[src/rtl/spi_sr_pkg.sv]
package spi_sr_pkg;
  localparam int BYTE_BITS = 8;
  localparam int IDX_W     = $clog2(BYTE_BITS);
  localparam int CNT_W     = 2;

  localparam logic [7:0] OP_WR_ENABLE = 8'h06;
  localparam logic [7:0] OP_SR_WRITE  = 8'h01;
  localparam logic [7:0] OP_SR_READ   = 8'h05;

  localparam int BIT_BUSY  = 0;
  localparam int BIT_LATCH = 1;
  localparam int BIT_GUARD = 7;
  localparam logic [7:0] NV_MASK = 8'b1001_1100;

  typedef enum logic [1:0] {CMD_NONE, CMD_WREN, CMD_WRSR} cmd_e;
endpackage

[src/rtl/spi_sr_sync.sv]
module spi_sr_sync #(
  parameter int           W       = 4,
  parameter int           STAGES  = 2,
  parameter logic [W-1:0] RST_VAL = '0
) (
  input  logic         clk_i,
  input  logic         rst_ni,
  input  logic [W-1:0] d_i,
  output logic [W-1:0] q_o
);
  for (genvar b = 0; b < W; b++) begin : g_bit
    logic [STAGES-1:0] chain;
    always_ff @(posedge clk_i or negedge rst_ni) begin
      if (!rst_ni) begin
        chain <= {STAGES{RST_VAL[b]}};
      end else begin
        chain[0] <= d_i[b];
        for (int s = 1; s < STAGES; s++) chain[s] <= chain[s-1];
      end
    end
    assign q_o[b] = chain[STAGES-1];
  end
endmodule

[src/rtl/spi_sr_frontend.sv]
module spi_sr_frontend
  import spi_sr_pkg::*;
(
  input  logic                 clk_i,
  input  logic                 rst_ni,
  input  logic                 sclk_s_i,
  input  logic                 cs_n_s_i,
  input  logic                 mosi_s_i,
  output logic                 rx_valid_o,
  output logic [BYTE_BITS-1:0] rx_byte_o,
  output logic [CNT_W-1:0]     rx_idx_o,
  output logic                 frame_end_o,
  output logic [CNT_W-1:0]     frame_bytes_o,
  output logic                 frame_aligned_o,
  output logic                 sclk_fall_o,
  output logic [IDX_W-1:0]     bit_idx_o,
  output logic                 active_o
);
  logic                 sclk_d, cs_n_d;
  logic [BYTE_BITS-2:0] shreg;
  logic [IDX_W-1:0]     bit_idx;
  logic [CNT_W-1:0]     byte_cnt;
  logic                 cs_start, sclk_rise;

  assign active_o    = ~cs_n_s_i;
  assign cs_start    = ~cs_n_s_i & cs_n_d;
  assign frame_end_o = cs_n_s_i & ~cs_n_d;
  assign sclk_rise   = active_o & sclk_s_i & ~sclk_d;
  assign sclk_fall_o = active_o & ~sclk_s_i & sclk_d;

  assign frame_bytes_o   = byte_cnt;
  assign frame_aligned_o = (bit_idx == '0);
  assign bit_idx_o       = bit_idx;

  always_ff @(posedge clk_i or negedge rst_ni) begin
    if (!rst_ni) begin
      sclk_d <= 1'b0;
      cs_n_d <= 1'b1;
    end else begin
      sclk_d <= sclk_s_i;
      cs_n_d <= cs_n_s_i;
    end
  end

  always_ff @(posedge clk_i or negedge rst_ni) begin
    if (!rst_ni) begin
      shreg      <= '0;
      bit_idx    <= '0;
      byte_cnt   <= '0;
      rx_valid_o <= 1'b0;
      rx_byte_o  <= '0;
      rx_idx_o   <= '0;
    end else begin
      rx_valid_o <= 1'b0;
      if (cs_start) begin
        bit_idx  <= '0;
        byte_cnt <= '0;
      end else if (sclk_rise) begin
        shreg   <= {shreg[BYTE_BITS-3:0], mosi_s_i};
        bit_idx <= bit_idx + 1'b1;
        if (bit_idx == IDX_W'(BYTE_BITS - 1)) begin
          rx_valid_o <= 1'b1;
          rx_byte_o  <= {shreg, mosi_s_i};
          rx_idx_o   <= byte_cnt;
          if (byte_cnt != '1) byte_cnt <= byte_cnt + 1'b1;  // saturate: long frames stay invalid
        end
      end
    end
  end
endmodule

[src/rtl/spi_sr_ctrl.sv]
module spi_sr_ctrl
  import spi_sr_pkg::*;
#(
  parameter int         TW_CYCLES = 64,
  parameter logic [7:0] NV_RESET  = 8'h00
) (
  input  logic                 clk_i,
  input  logic                 rst_ni,
  input  logic                 rx_valid_i,
  input  logic [BYTE_BITS-1:0] rx_byte_i,
  input  logic [CNT_W-1:0]     rx_idx_i,
  input  logic                 frame_end_i,
  input  logic [CNT_W-1:0]     frame_bytes_i,
  input  logic                 frame_aligned_i,
  input  logic                 wp_n_i,
  output logic [7:0]           status_o,
  output logic                 read_mode_o
);
  localparam int TMR_W = $clog2(TW_CYCLES + 1);

  logic [7:0]       opcode_q, data_q, nv_q;
  logic             latch_q, busy_q;
  logic [TMR_W-1:0] tmr_q;
  cmd_e             cmd;
  logic             guard_ok, accept_wr;

  always_comb begin
    cmd = CMD_NONE;
    if (frame_end_i && frame_aligned_i) begin
      if (opcode_q == OP_WR_ENABLE && frame_bytes_i == CNT_W'(1))     cmd = CMD_WREN;
      else if (opcode_q == OP_SR_WRITE && frame_bytes_i == CNT_W'(2)) cmd = CMD_WRSR;
    end
  end

  assign guard_ok  = ~(nv_q[BIT_GUARD] & ~wp_n_i);
  assign accept_wr = (cmd == CMD_WRSR) & latch_q & guard_ok;

  always_ff @(posedge clk_i or negedge rst_ni) begin
    if (!rst_ni) begin
      opcode_q <= '0;
      data_q   <= '0;
    end else if (rx_valid_i) begin
      if (rx_idx_i == '0)            opcode_q <= rx_byte_i;
      else if (rx_idx_i == CNT_W'(1)) data_q  <= rx_byte_i;
    end
  end

  always_ff @(posedge clk_i or negedge rst_ni) begin
    if (!rst_ni) begin
      read_mode_o <= 1'b0;
    end else if (frame_end_i) begin
      read_mode_o <= 1'b0;
    end else if (rx_valid_i && rx_idx_i == '0) begin
      read_mode_o <= (rx_byte_i == OP_SR_READ);
    end
  end

  always_ff @(posedge clk_i or negedge rst_ni) begin
    if (!rst_ni) begin
      nv_q    <= NV_RESET & NV_MASK;
      latch_q <= 1'b0;
      busy_q  <= 1'b0;
      tmr_q   <= '0;
    end else if (busy_q) begin
      if (tmr_q == '0) begin
        busy_q  <= 1'b0;
        latch_q <= 1'b0;
      end else begin
        tmr_q <= tmr_q - 1'b1;
      end
    end else begin
      if (cmd == CMD_WREN) latch_q <= 1'b1;
      if (accept_wr) begin
        nv_q   <= data_q & NV_MASK;
        busy_q <= 1'b1;
        tmr_q  <= TMR_W'(TW_CYCLES - 1);
      end
    end
  end

  always_comb begin
    status_o            = nv_q & NV_MASK;
    status_o[BIT_LATCH] = latch_q;
    status_o[BIT_BUSY]  = busy_q;
  end
endmodule

[src/rtl/spi_sr_tx.sv]
module spi_sr_tx
  import spi_sr_pkg::*;
(
  input  logic             clk_i,
  input  logic             rst_ni,
  input  logic             active_i,
  input  logic             read_mode_i,
  input  logic             sclk_fall_i,
  input  logic [IDX_W-1:0] bit_idx_i,
  input  logic [7:0]       status_i,
  output logic             miso_o
);
  logic [7:0] snap_q;

  always_ff @(posedge clk_i or negedge rst_ni) begin
    if (!rst_ni) begin
      snap_q <= '0;
      miso_o <= 1'b0;
    end else if (!active_i) begin
      miso_o <= 1'b0;
    end else if (read_mode_i && sclk_fall_i) begin
      if (bit_idx_i == '0) begin
        snap_q <= status_i;  // fresh copy at every byte start so busy is live
        miso_o <= status_i[7];
      end else begin
        miso_o <= snap_q[IDX_W'(7) - bit_idx_i];
      end
    end
  end
endmodule

[src/rtl/spi_status_writer.sv]
module spi_status_writer
  import spi_sr_pkg::*;
#(
  parameter int         TW_CYCLES   = 64,
  parameter int         SYNC_STAGES = 2,
  parameter logic [7:0] NV_RESET    = 8'h00
) (
  input  logic       clk_i,
  input  logic       rst_ni,
  input  logic       sclk_i,
  input  logic       cs_ni,
  input  logic       mosi_i,
  input  logic       wp_ni,
  output logic       miso_o,
  output logic [7:0] status_o
);
  logic [3:0]           raw, synced;
  logic                 sclk_s, cs_n_s, mosi_s, wp_n_s;
  logic                 rx_valid, frame_end, frame_aligned, sclk_fall, active, read_mode;
  logic [BYTE_BITS-1:0] rx_byte;
  logic [CNT_W-1:0]     rx_idx, frame_bytes;
  logic [IDX_W-1:0]     bit_idx;

  assign raw    = {wp_ni, mosi_i, cs_ni, sclk_i};
  assign sclk_s = synced[0];
  assign cs_n_s = synced[1];
  assign mosi_s = synced[2];
  assign wp_n_s = synced[3];

  spi_sr_sync #(.W(4), .STAGES(SYNC_STAGES), .RST_VAL(4'b1010)) u_sync (
    .clk_i(clk_i), .rst_ni(rst_ni), .d_i(raw), .q_o(synced)
  );

  spi_sr_frontend u_front (
    .clk_i(clk_i), .rst_ni(rst_ni),
    .sclk_s_i(sclk_s), .cs_n_s_i(cs_n_s), .mosi_s_i(mosi_s),
    .rx_valid_o(rx_valid), .rx_byte_o(rx_byte), .rx_idx_o(rx_idx),
    .frame_end_o(frame_end), .frame_bytes_o(frame_bytes),
    .frame_aligned_o(frame_aligned), .sclk_fall_o(sclk_fall),
    .bit_idx_o(bit_idx), .active_o(active)
  );

  spi_sr_ctrl #(.TW_CYCLES(TW_CYCLES), .NV_RESET(NV_RESET)) u_ctrl (
    .clk_i(clk_i), .rst_ni(rst_ni),
    .rx_valid_i(rx_valid), .rx_byte_i(rx_byte), .rx_idx_i(rx_idx),
    .frame_end_i(frame_end), .frame_bytes_i(frame_bytes),
    .frame_aligned_i(frame_aligned), .wp_n_i(wp_n_s),
    .status_o(status_o), .read_mode_o(read_mode)
  );

  spi_sr_tx u_tx (
    .clk_i(clk_i), .rst_ni(rst_ni),
    .active_i(active), .read_mode_i(read_mode), .sclk_fall_i(sclk_fall),
    .bit_idx_i(bit_idx), .status_i(status_o), .miso_o(miso_o)
  );
endmodule

[config.mk]
export PLATFORM = sky130hd
export DESIGN_NAME = spi_status_writer
export DESIGN_NICKNAME = d
export VERILOG_FILES = /design/src/rtl/spi_sr_pkg.sv /design/src/rtl/spi_sr_sync.sv /design/src/rtl/spi_sr_frontend.sv /design/src/rtl/spi_sr_ctrl.sv /design/src/rtl/spi_sr_tx.sv /design/src/rtl/spi_status_writer.sv
export SDC_FILE = /design/constraint.sdc
export NUM_CORES = 1
export LEC_CHECK = 0
export ABC_AREA = 1
export ABC_CLOCK_PERIOD_IN_PS = 1400
export BUFFER_PORTS_ARGS = -buffer_cell sky130_fd_sc_hd__buf_2
export CORE_MARGIN = 1.5
export CORE_UTILIZATION = 55
export DETAILED_ROUTE_END_ITERATION = 8
export PLACE_DENSITY = 0.79
export SYNTH_ARGS = -nofsm -noshare
export SYNTH_HDL_FRONTEND = slang
export SYNTH_HIERARCHICAL = 1
export SYNTH_SLANG_ARGS = --single-unit
[constraint.sdc]
create_clock -name clk_i -period 1.4 [get_ports clk_i]
set_input_delay 0.28 -clock clk_i [delete_from_list [all_inputs] [get_ports clk_i]]
set_output_delay 0.28 -clock clk_i [all_outputs]
set_load 0.05 [all_outputs]
**Word level (Yosys, flattened, before mapping)**

Index checks and enable logic that the tools add are counted.

- Add/sub/neg operators: 4
- $lt $le $gt $ge: 1
- Eq/ne operators: 12
- Multiplexer cells: 28
- Bitwise logic cells: 18
- Reductions and logical operators: 24

Operators by type and width:

| cell | count |
|---|---|
| $mux W7 | 3 |
| $eq A8 B3 Y1 const B | 2 |
| $mux W1 | 15 |
| $mux W2 | 7 |
| $reduce_bool A2 Y1 | 7 |
| $reduce_and A3 Y1 | 4 |
| $reduce_and A2 Y1 | 5 |
| $and A1 B1 Y1 | 9 |
| $not A1 Y1 | 9 |
| $eq A8 B1 Y1 const B | 1 |
| $logic_not A7 Y1 | 1 |
| $sub A7 B1 Y7 const B | 1 |
| $eq A2 B1 Y1 const B | 3 |
| $mux W3 | 2 |
| $ne A2 B2 Y1 const B | 3 |
| $logic_and A1 B1 Y1 | 5 |
| $eq A2 B2 Y1 const B | 2 |
| $lt A3 B4 Y1 const B | 1 |
| $add A3 B1 Y3 const B | 1 |
| $bmux W1 S3 | 1 |
| $eq A3 B3 Y1 const B | 1 |
| $logic_not A3 Y1 | 1 |
| $sub A3 B3 Y3 const A | 1 |
| $add A2 B1 Y2 const B | 1 |
| $logic_not A2 Y1 | 1 |

- Register bits: 70
- Input port bits: 6
- Output and inout bits: 9
- Word-level logic and storage cells: 108

**Depth between registers and ports, before layout**

Gate-level depths: netlist (run 1).

- Word-level depth: 10
- Mapped depth: 12
- Mapped depth without buffers: 12

**Hierarchy**

The synthesis (run 1) kept the hierarchy.

By module, submodules not included:

| module | times used | cells an instance | area an instance (um^2) | sequential area each (um^2) |
|---|---|---|---|---|
| spi_sr_ctrl | 1 | 174 | 1367.6 | 650.6 |
| spi_sr_frontend | 1 | 120 | 1098.6 | 626.9 |
| spi_sr_tx | 1 | 54 | 447.9 | 200.2 |
| spi_sr_sync | 1 | 12 | 235.2 | 205.2 |

**Least setup slack after synthesis (run 1)**

Ideal clock, no wire load.

- Kind: reg2reg
- Start: register u_sync.g_bit[1].chain[1]
- End: register u_ctrl.nv_q[7]
- Library setup time: 0.123 ns
- Arrival time: 1.359 ns
- Data required time: 1.277 ns
- Path slack: -0.082 ns
- Stages on the path, launching flop included: 11
- Path buffers: 1
- Clock period less this slack: 1.482 ns
- Cell sequence: dfstp_2 buf_4 inv_1 nor2_1 nand2_1 inv_1 nand2_1 nor2_1 nand3_2 nand2_1 o21ai_1

- Longest elaborated chain between the ends: 7

RTL lines:

| item | RTL line | text |
|---|---|---|
| from (decl) | spi_sr_sync.sv:12 | `logic [STAGES-1:0] chain;` |
| from (signal assigned) | spi_sr_sync.sv:15 | `chain <= {STAGES{RST_VAL[b]}};` |
| $and A1 B1 Y1 | spi_sr_frontend.sv:27 | `assign frame_end_o = cs_n_s_i & ~cs_n_d;` |
| net frame_end | spi_status_writer.sv:19 | `logic rx_valid, frame_end, frame_aligned, sclk_fall, active, read_mode;` |
| $logic_and A1 B1 Y1 | spi_sr_ctrl.sv:29 | `if (frame_end_i && frame_aligned_i) begin` |
| $mux W2 | spi_sr_ctrl.sv:29 |  |
| $eq A2 B2 Y1 | spi_sr_ctrl.sv:36 | `assign accept_wr = (cmd == CMD_WRSR) & latch_q & guard_ok;` |
| $and A1 B1 Y1 (2 in a row) | spi_sr_ctrl.sv:36 |  |
| $reduce_and A2 Y1 (no source line) | - |  |
| to (signal assigned) | spi_sr_ctrl.sv:60 | `nv_q <= NV_RESET & NV_MASK;` |
| to (signal assigned) | spi_sr_ctrl.sv:74 | `nv_q <= data_q & NV_MASK;` |
| to (decl) | spi_sr_ctrl.sv:21 | `logic [7:0] opcode_q, data_q, nv_q;` |

The timed path passes the listed nets, and every way through them passes these cells.
A chain may end at the register's enable or synchronous reset.

**Worst setup path after layout (run 1)**

- Start: register u_front.bit_idx[0], in the netlist u_front/bit_idx_o[0]
- End: register u_ctrl.tmr_q[6]

- Longest elaborated chain between the ends: 8

RTL lines:

| item | RTL line | text |
|---|---|---|
| from (decl) | spi_sr_frontend.sv:21 | `logic [IDX_W-1:0] bit_idx;` |
| from (signal assigned) | spi_sr_frontend.sv:60 | `bit_idx <= bit_idx + 1'b1;` |
| $logic_not A3 Y1 | spi_sr_frontend.sv:32 | `assign frame_aligned_o = (bit_idx == '0);` |
| net frame_aligned | spi_status_writer.sv:19 |  |
| $logic_and A1 B1 Y1 | spi_sr_ctrl.sv:29 |  |
| $mux W2 | spi_sr_ctrl.sv:29 |  |
| $eq A2 B2 Y1 | spi_sr_ctrl.sv:36 |  |
| $and A1 B1 Y1 (2 in a row) | spi_sr_ctrl.sv:36 |  |
| $reduce_bool A2 Y1 (no source line) | - |  |
| $reduce_and A2 Y1 (no source line) | - |  |
| to (signal assigned) | spi_sr_ctrl.sv:69 | `tmr_q <= tmr_q - 1'b1;` |
| to (signal assigned) | spi_sr_ctrl.sv:76 | `tmr_q <= TMR_W'(TW_CYCLES - 1);` |
| to (decl) | spi_sr_ctrl.sv:23 | `logic [TMR_W-1:0] tmr_q;` |

The timed path passes the listed nets, and every way through them passes these cells.

==> out/results.tsv, run 1 <==
stage	metric	value	unit
outcome	outcome	finished, violations left	
outcome	violated checks	setup timing	
pwr	LEAKAGE	1.91	nW
sta	skew final	0.0101	ns
worst_setup_path	WP data arrival	1.87	ns
worst_setup_path	Worst Path Max Fanout	8	
clock_tree	Worst-Skew Late Latency	0.34	ns
worst_setup_path	type of origin of the critical path	flop	
synthesis	Post-synth EDFFs	0	
sta	final period utilization	114	%
synthesis	Async SR Flop Fraction	100	%
sta	RSZ-0062 raised after global routing	true	
synthesis	post-synthesis cell count	360	
pwr	total power draw	0.00411	W
sta	final hold viol count	0	
sta	Fin Hold WS	0.0313	ns
detailed_routing	DRT Wirelength	6820	um
synthesis	sequential share of the synthesized area	53.4	%
sta	crit path time final	1.59	ns
detailed_routing	Routed wire per std cell	14.2	um
sta	fin worst setup slack	-0.194	ns
clock_tree	CTS tree	yes	
worst_setup_path	Crit path required time	1.68	ns
synthesis	Syn. warnings	6	
layout	Nets	416	
detailed_routing	Residual DRC	0	
sta	setup violators final	32	
layout	Layout area overhead	23.4	%
synthesis	Yosys reg bits	67	
synthesis	post-synth top area cell	dfrtp_1	
floorplan	die width	78.7	um
synthesis	count of cell types in the netlist	31	
worst_setup_path	crit path capture type	flop	
floorplan	row count	27	
place	Port Buffers	12	
clock_tree	cts bufs inserted	9	
detailed_routing	starting DRC count in detailed routing	127	
detailed_routing	Initial DRT Pass Iterations	4	
pwr	pwr dens	1060	mW/mm^2
floorplan	Die Ht	78.7	um
synthesis	share of the synthesized area in the top cell type	49.3	%
detailed_routing	Via density	5.32	
grt	largest net degree at the start of global routing	33	
pwr	Peak VDD IR	0.776	mV
grt	All-Layer GR Usage	23.2	%
layout	layout cells sized above 1	29.6	%
grt	first-pass GRT wire length	11100	um
floorplan	Die Area	0.00619	sq mm
floorplan	initial core utilization	57.2	%
worst_setup_path	Worst Setup Path Type	reg -> reg	
floorplan	core footprint	0.00551	sq mm
sta	f_max	627	MHz
job	max cap viols	0	
grt	initial antenna violation count	0	
clock_tree	Reg clk slew, reported paths	0.07	ns
place	dpl hpwl	4360	um
clock_tree	clock sinks	67	
sta	Final Max Tran Viols	0	
place	Placer Congestion	0.843	
layout	final core utilization	70.6	%
synthesis	Avg Inst Size Synth	8.75	sq um
detailed_routing	ANT nets after route	0	
grt	number of global-route vias before repair	2456	
clock_tree	Max Root-Sink Buffers	2	
grt	gr ovfl total	0	
floorplan	I/O pin count	15	
detailed_routing	via count	2559	
clock_tree	Root Driver	clkbuf_8	
worst_hold_path	Hold Path Class	in -> reg	
synthesis	most area-consuming cells after synthesis	dfrtp_1 (49%), nand2_1 (13%), nand3_1 (5.2%)	
clock_tree	H-tree Lvls	3	
synthesis	Most used DFF post-synth	dfrtp_1	
place	placed cell area	0.00339	sq mm
layout	final instance area	0.00389	sq mm
layout	diodes inserted	0	
synthesis	Mapped Area	0.00315	sq mm
## placed cells by master, fill, tap and decap left out, types with 4 or more instances in the layout
master	instances
dfrtp_1	61
inv_2	5
nand4_1	4
buf_6	8
dfstp_2	5
buf_2	10
o21ai_2	8
inv_1	35
buf_4	23
nand2_2	21
nor2_1	22
o21ai_1	8
nand3_1	33
nand3_4	4
nand2_1	87
clkbuf_8	9
o21ai_0	20
nor2_4	4
## per-stage QoR
step | setup slack, ns | cells | TNS [ns]
2_1_floorplan | -0.0574 | 361 | -0.477
3_3_place_gp | -0.143 | 453 | -1.83
3_5_place_dp | -0.256 | 453 | -3.10
4_1_cts | -0.112 | 476 | -1.10
5_1_grt | -0.278 | 481 | -5.65
6_report | -0.194 | 481 | -3.11
## critical path, cell delays in order (launching register included)
cell and delay, ns:
dfrtp_2 0.41, inv_2 0.08, ha_4 0.12, inv_2 0.03, nor2_1 0.11, nand2_1 0.08, inv_2 0.10, nand2_2 0.07
nor2_4 0.10, nand3_4 0.15, nand2_8 0.15, nand2_4 0.06, nand2_2 0.07
## report_power, final
part	switching (W)	leakage (nW)	total, W	internal (W)
logic	0.000204	0.928	0.000342	0.000138
clock network	0.000703	0.0968	0.00171	0.00100
registers	0.0000637	0.890	0.00206	0.00200
total	0.000971	1.91	0.00411	0.00314
## area by class of cell
type	instances	area (sq um)
repair buffers	46	390
flip-flops and latches	67	1680
clock inverters	4	75.1
fillers	381	1620
well taps	72	90.1
clock buffers	12	135
multi-input cells	237	1340
inverters	43	171
## final timing paths
check                      cells past startpoint                            endpoint  slack, ns                                from
max                                           12         u_ctrl/tmr_q[6]$_DFFE_PN0P_      -0.19    u_front/bit_idx_o[0]$_DFFE_PN0P_
min                                            1  u_sync/g_bit[3].chain[0]$_DFF_PN1_       0.03                               wp_ni
max reg2reg                                   12         u_ctrl/tmr_q[6]$_DFFE_PN0P_      -0.19    u_front/bit_idx_o[0]$_DFFE_PN0P_
min reg2reg                                    0  u_sync/g_bit[3].chain[1]$_DFF_PN1_       0.36  u_sync/g_bit[3].chain[0]$_DFF_PN1_
max in group asynchronous                      3  u_sync/g_bit[3].chain[0]$_DFF_PN1_       0.51                              rst_ni
min in group asynchronous                      2          u_ctrl/latch_q$_DFFE_PN0P_       0.36                              rst_ni
## cells in the mapped netlist, types with 3 or more instances
| library cell | n |
|---|---|
| nand2_1 | 106 |
| dfrtp_1 | 62 |
| inv_1 | 42 |
| nand3_1 | 33 |
| nor2_1 | 24 |
| o21ai_0 | 23 |
| buf_4 | 8 |
| o21ai_2 | 7 |
| ha_1 | 6 |
| o21ai_1 | 6 |
| buf_6 | 5 |
| dfstp_2 | 5 |
| nand4_1 | 4 |
| nand2_2 | 3 |
| nand2_4 | 3 |
| nand3_2 | 3 |
| nor2_2 | 3 |
## metal layers
metal	routed length [um]	share of wire [%]	track usage, %	up-vias
li1	-	-	-	1223
met1	2930	43	28.8	1258
met2	3540	52	38.4	64
met3	231	3.4	4.30	14
met4	123	1.8	12.0	0
met5	0	0	0	-
## what timing repair did
item | 4_1_cts | 5_1_grt
resized for setup | 18 | 38
hold endpoints to repair | 9 | 0
buffers inserted | 5 | 4
cloned | 1 | 1
pin swaps | 9 | 14
setup endpoints to repair | 33 | 37
hold buffers | 1 | 0
## cells by family (layout without fill, tap and decap cells)
group | Yosys count | after routing | synth area share [%]
other | 1 | 2 | 0.119
buffers and inverters | 58 | 105 | 9.26
AND/OR/NAND/NOR | 188 | 189 | 27.2
AO/OA/AOI/OAI | 40 | 40 | 7.63
flip-flops | 67 | 67 | 53.4
adder cells (fa/ha/maj) | 6 | 6 | 2.38
## flip-flops by register name, indices dropped and copies added (netlist names)
register               cells
u_ctrl/opcode_q            8
u_front/rx_byte_o          8
u_sync/g_bit.chain         8
u_ctrl/tmr_q               7
u_front/shreg              7
u_tx/snap_q                7
u_ctrl/data_q              4
u_ctrl/nv_q                4
u_front/bit_idx_o          3
u_front/frame_bytes_o      2
u_front/rx_idx_o           2
u_ctrl/busy_q              1
u_ctrl/latch_q             1
u_ctrl/read_mode_o         1
u_front/cs_n_d             1
u_front/rx_valid_o         1
u_front/sclk_d             1
u_tx/miso_o                1
Note: power is estimated with default switching activity, not from simulation.
==> run 2, diff against run 1 <==
--- a/config.mk
+++ b/config.mk
@@ -12,6 +12,7 @@
 export CORE_UTILIZATION = 55
 export DETAILED_ROUTE_END_ITERATION = 8
 export PLACE_DENSITY = 0.79
+export SETUP_SLACK_MARGIN = 0.05
 export SYNTH_ARGS = -nofsm -noshare
 export SYNTH_HDL_FRONTEND = slang
 export SYNTH_HIERARCHICAL = 1
==> out/results.tsv, run 2 (synthesis gave the netlist of run 1 again) <==
stage	metric	value	unit
outcome	outcome	finished, violations left	
outcome	violated checks	setup timing	
grt	met1 usage	29.5	%
clock_tree	cts bufs inserted	9	
detailed_routing	DRT Wirelength	7410	um
layout	Largest regs	u_ctrl/opcode_q (8), u_front/rx_byte_o (8), u_sync/g_bit.chain (8)	
clock_tree	H-tree Lvls	3	
detailed_routing	Initial DRT Pass Iterations	7	
layout	Layout area overhead	26.2	%
floorplan	Die Ht	78.7	um
sta	f_max	645	MHz
clock_tree	clock sinks	67	
layout	multi-input logic area	0.00139	sq mm
worst_setup_path	type of origin of the critical path	flop	
job	max cap viols	0	
worst_setup_path	CP most frequent cell	inv_2	
grt	largest net degree at the start of global routing	33	
grt	number of global-route vias before repair	2444	
grt	met3 usage	4.19	%
grt	initial antenna violation count	0	
sta	setup violators final	34	
worst_setup_path	slowest stage delay, CP	0.42	ns
layout	layout cells sized above 1	32.8	%
floorplan	row count	27	
sta	final hold viol count	0	
detailed_routing	ANT nets after route	0	
grt	busiest layer in global routing	met2	
clock_tree	Reg clk slew, reported paths	0.07	ns
detailed_routing	Residual DRC	0	
pwr	total power draw	0.00417	W
worst_setup_path	WP data arrival	1.83	ns
place	pre-CTS setup slack	-0.256	ns
grt	All-Layer GR Usage	23.3	%
floorplan	initial core utilization	57.2	%
clock_tree	CTS tree	yes	
layout	diodes inserted	0	
sta	RSZ-0062 raised after global routing	true	
worst_setup_path	cell breakdown of the critical path	inv_2 -> ha_4 -> inv_2 -> nor2_1 -> nand2_1 -> inv_2 -> nand2_2 -> nor2_4 -> nand3_4 -> nand2_8 -> nand2_4 -> nand2_2	
layout	Nets	419	
sta	skew final	0.0116	ns
floorplan	I/O pin count	15	
floorplan	core footprint	0.00551	sq mm
pwr	Peak VDD IR	0.810	mV
worst_setup_path	Worst Setup Path Type	reg -> reg	
layout	commonest non-fill, non-tap cells in the layout	nand2_1 (80), dfrtp_1 (60), inv_1 (34), nand3_1 (31)	
floorplan	Die Area	0.00619	sq mm
layout	layout filler cell count	367	
worst_setup_path	Crit path required time	1.68	ns
sta	final period utilization	111	%
pwr	LEAKAGE	1.94	nW
detailed_routing	Routed wire per std cell	15.3	um
place	Port Buffers	12	
clock_tree	Root Driver	clkbuf_8	
floorplan	die width	78.7	um
grt	gr ovfl total	0	
grt	met2 Use GR	38.9	%
sta	fin worst setup slack	-0.150	ns
clock_tree	Max Root-Sink Buffers	2	
grt	first-pass GRT wire length	11100	um
detailed_routing	starting DRC count in detailed routing	184	
layout	storage element area	0.00169	sq mm
worst_hold_path	Hold Path Class	in -> reg	
sta	Final Max Tran Viols	0	
pwr	pwr dens	1050	mW/mm^2
worst_setup_path	slowest CP cell	dfrtp_2	
detailed_routing	via count	2637	
layout	commonest non-fill, non-tap cell in the layout	nand2_1	
detailed_routing	Via density	5.45	
clock_tree	Worst-Skew Late Latency	0.35	ns
worst_setup_path	Worst Path Max Fanout	8	
place	dpl hpwl	4360	um
worst_setup_path	crit path capture type	flop	
place	Placer Congestion	0.843	
sta	crit path time final	1.55	ns
[run 2: final cells by class]
| class | count | share of cell area, % |
|---|---|---|
| sequential | 67 | 42.4 |
| clock buffer | 12 | 3.40 |
| inverter | 43 | 4.44 |
| timing repair buffer | 49 | 10.8 |
| tap | 72 | 2.27 |
| multi-input combinational | 237 | 34.8 |
| clock inverter | 4 | 1.89 |
[run 2: routing by layer]
metal / share of wire, % / vias up
met1: 41 / 1321
met2: 54 / 73
li1: - / 1228
met5: 0 / -
met3: 3.7 / 15
met4: 1.9 / 0
[run 2: final timing paths]
kind	start	endpoint	depth (start not counted)	slack (ns)
min	wp_ni	u_sync/g_bit[3].chain[0]$_DFF_PN1_	1	0.03
max	u_front/bit_idx_o[0]$_DFFE_PN0P_	u_ctrl/tmr_q[6]$_DFFE_PN0P_	12	-0.15
max in group asynchronous	rst_ni	u_sync/g_bit[3].chain[0]$_DFF_PN1_	3	0.51
min in group asynchronous	rst_ni	u_ctrl/nv_q[2]$_DFFE_PN0P_	2	0.36
min reg2reg	u_sync/g_bit[3].chain[0]$_DFF_PN1_	u_sync/g_bit[3].chain[1]$_DFF_PN1_	0	0.36
max reg2reg	u_front/bit_idx_o[0]$_DFFE_PN0P_	u_ctrl/tmr_q[6]$_DFFE_PN0P_	12	-0.15
[run 2: metrics by stage]
step	hold slack (ns)	utilization, %	TNS [ns]	area [sq um]	instances
final	0.0285	72.2	-3.09	3980	484
after global routing	0.0137	72.2	-5.65	3980	484
after CTS	0.0158	68.5	-1.13	3770	477
after detailed placement	0.191	61.6	-3.10	3390	453
after global placement	0.187	61.6	-1.83	3390	453
after floorplan	-0.0156	-	-0.477	3160	361
[run 2: where the power goes]
part	switching (W)	leakage, nW	internal [W]
Clock	0.000711	0.0968	0.00100
Sequential	0.0000649	0.888	0.00200
Combinational	0.000235	0.954	0.000159
[run 2: worst max-delay path, delay by kind of cell, from the launching register on]
kind                       cells  cell delay (ns)
and+or+nand+nor                8             0.75
adders and majority gates      1             0.12
DFF                            1             0.42
buffers and inverters          3             0.19
[run 2: timing repair]
action	4_1_cts	5_1_grt
buffers inserted	6	6
hold buffers	1	0
gates resized for setup	30	43
setup endpoints to repair	36	42
gates cloned	1	1
pin swaps	13	20
endpoints found under the hold margin	9	0
==> run 3, diff against run 2 <==
--- a/config.mk
+++ b/config.mk
@@ -9,11 +9,10 @@
 export ABC_CLOCK_PERIOD_IN_PS = 1400
 export BUFFER_PORTS_ARGS = -buffer_cell sky130_fd_sc_hd__buf_2
 export CORE_MARGIN = 1.5
-export CORE_UTILIZATION = 55
+export CORE_UTILIZATION = 54
 export DETAILED_ROUTE_END_ITERATION = 8
-export PLACE_DENSITY = 0.79
+export PLACE_DENSITY = 0.78
 export SETUP_SLACK_MARGIN = 0.05
 export SYNTH_ARGS = -nofsm -noshare
 export SYNTH_HDL_FRONTEND = slang
-export SYNTH_HIERARCHICAL = 1
 export SYNTH_SLANG_ARGS = --single-unit
==> out/results.tsv, run 3 <==
stage	metric	value	unit
layout	Nets	398	
sta	final hold viol count	0	
job	max cap viols	0	
worst_setup_path	type of origin of the critical path	flop	
outcome	outcome	finished, violations left	
synthesis	Yosys reg bits	66	
detailed_routing	Via density	5.14	
layout	commonest non-fill, non-tap cell in the layout	nand2_1	
pwr	pwr dens	1030	mW/mm^2
synthesis	Most used DFF post-synth	dfrtp_1	
sta	crit path time final	1.50	ns
synthesis	Mapped Area	0.00300	sq mm
synthesis	Avg Inst Size Synth	9.07	sq um
detailed_routing	Routed wire per std cell	13.9	um
worst_hold_path	Hold Path Class	in -> reg	
layout	multi-input logic area	0.00126	sq mm
clock_tree	clock sinks	66	
layout	layout cells sized above 1	32.9	%
worst_setup_path	WP data arrival	1.74	ns
pwr	total power draw	0.00388	W
sta	setup violators final	16	
pwr	LEAKAGE	1.83	nW
sta	Final Max Tran Viols	0	
layout	storage element area	0.00166	sq mm
clock_tree	Reg clk slew, reported paths	0.07	ns
synthesis	most frequent cell after synthesis	nand2_1	
grt	number of global-route vias before repair	2204	
pwr	Peak VDD IR	0.865	mV
layout	Layout area overhead	26.1	%
floorplan	Die Area	0.00601	sq mm
worst_setup_path	crit path capture type	flop	
synthesis	Post-synth EDFFs	0	
sta	RSZ-0062 raised after global routing	true	
floorplan	die width	77.6	um
synthesis	post-synthesis cell count	331	
place	dpl hpwl	3770	um
sta	final period utilization	107	%
worst_setup_path	Worst Setup Path Type	reg -> reg	
layout	commonest non-fill, non-tap cells in the layout	nand2_1 (74), dfrtp_1 (60), inv_1 (39), buf_4 (34), o21ai_0 (21)	
detailed_routing	Residual DRC	0	
clock_tree	H-tree Lvls	3	
synthesis	Syn. warnings	0	
detailed_routing	starting DRC count in detailed routing	149	
synthesis	share of the synthesized area in the top cell type	50.9	%
layout	layout filler cell count	371	
worst_setup_path	worst reg-to-reg path cell count	10	
worst_hold_path	Hold Path Origin	wp_ni	
synthesis	most area-consuming cells after synthesis	dfrtp_1 (51%), nand2_1 (11%), inv_1 (5.5%)	
worst_setup_path	Crit path required time	1.64	ns
outcome	violated checks	setup timing	
clock_tree	Max Root-Sink Buffers	2	
detailed_routing	DRT Wirelength	6380	um
detailed_routing	via count	2358	
floorplan	I/O pin count	15	
clock_tree	Worst-Skew Late Latency	0.35	ns
synthesis	count of cell types in the netlist	28	
synthesis	sequential share of the synthesized area	55.2	%
synthesis	Async SR Flop Fraction	100	%
floorplan	core footprint	0.00524	sq mm
floorplan	initial core utilization	57.3	%
floorplan	row count	26	
worst_setup_path	Worst Path Max Fanout	6	
grt	All-Layer GR Usage	21.8	%
grt	first-pass GRT wire length	9980	um
floorplan	Die Ht	77.6	um
clock_tree	cts bufs inserted	9	
grt	gr ovfl total	0	
sta	skew final	0.0141	ns
grt	largest net degree at the start of global routing	67	
sta	f_max	665	MHz
place	Port Buffers	12	
place	Placer Congestion	0.810	
grt	initial antenna violation count	0	
synthesis	top cells by instance count after synthesis	nand2_1 (84), dfrtp_1 (61), inv_1 (44)	
clock_tree	Root Driver	clkbuf_8	
layout	Final Non-Filler Cells	459	
detailed_routing	ANT nets after route	0	
place	placed cell count	423	
sta	fin worst setup slack	-0.104	ns
layout	Largest regs	u_ctrl.opcode_q (8), u_front.rx_byte_o (8), u_sync.g_bit.chain (8)	
layout	diodes inserted	0	
worst_setup_path	Worst Setup SP	u_front.bit_idx_o[1]$_DFFE_PN0P_	
worst_setup_path	Reg-to-Reg Start	u_front.bit_idx_o[1]$_DFFE_PN0P_	
synthesis	post-synth top area cell	dfrtp_1	
detailed_routing	Initial DRT Pass Iterations	5	
clock_tree	CTS tree	yes	
worst_hold_path	hold depth	1	
run 3: changes by cell type in the layout (fill, tap and decap cells not counted), sizes merged, moves of 2 or more:
cell and delta:
nand2 -23, clkbuf +3, o21ai +2, nor3 +2, inv +3, ha +2
clkinvlp -2, nand3 -12, a21oi +5
run 3: worst paths after layout:
path / end / slack (ns)
setup / recovery: u_ctrl.nv_q[4]$_DFFE_PN0P_ / -0.10
hold / removal: u_sync.g_bit[3].chain[0]$_DFF_PN1_ / 0.03
setup reg to reg: u_ctrl.nv_q[4]$_DFFE_PN0P_ / -0.10
hold reg to reg: u_sync.g_bit[2].chain[1]$_DFF_PN0_ / 0.35
max in group asynchronous: u_sync.g_bit[1].chain[0]$_DFF_PN1_ / 0.60
min in group asynchronous: u_ctrl.tmr_q[5]$_DFFE_PN0P_ / 0.46
run 3: logic make-up (layout without fill, tap and decap cells):
group	count (synthesis)	count (layout)	synth area share, %
compound gates	47	47	9.55
fa+ha+maj	8	8	3.33
buf+inv	57	113	8.75
flops	66	66	55.2
other cells	1	2	0.125
simple gates	152	153	23.0
run 3: repair_timing:
action                                  CTS  global route
pin swaps                                 7            14
endpoints found under the setup margin   28            24
endpoints found under the hold margin    61             0
hold buffers                              1             0
buffers inserted                          8            11
resized for setup                        10            36
cloned                                    1             0
run 3: through the flow:
step	TNS (ns)	hold WS (ns)	setup WS, ns	utilization [%]	cell area (sq um)
6_report	-0.919	0.0251	-0.104	72.3	3790
5_1_grt	-2.50	0.0118	-0.170	72.3	3790
4_1_cts	0	0.00776	0.000804	67.9	3560
3_5_place_dp	-0.681	0.321	-0.0641	62.2	3260
3_3_place_gp	-0.182	0.320	-0.0313	62.2	3260
2_1_floorplan	-0.576	-0.0156	-0.0601	-	3020
run 3: worst max-delay path: stages (launching register included):
cell	delay, ns
dfrtp_1	0.43
inv_2	0.11
ha_4	0.13
inv_2	0.05
nor2_4	0.10
nand2_2	0.08
nor2_4	0.15
buf_6	0.14
nand2_8	0.06
nand2_2	0.07
nand2_1	0.06
run 3: power by group:
part           internal (W)  switching [W]  total (W)
Clock              0.000920       0.000693    0.00161
Combinational      0.000106       0.000167   0.000273
Sequential          0.00197      0.0000307    0.00200
Total               0.00299       0.000891    0.00388
run 3: layer usage:
metal  share of wire, %  track usage [%]
met2                 48             34.6
met4                3.4             12.5
met5                  0                0
met3                5.0             5.18
met1                 43             27.3
run 3: final cells by class:
cell class              count  area share [%]
clock buffers              14            4.30
flip-flops and latches     66            43.8
inverters                  46            4.56
multi-input cells         210            33.2
well taps                  70            2.31
repair buffers             51            10.9
clock inverters             2           0.925
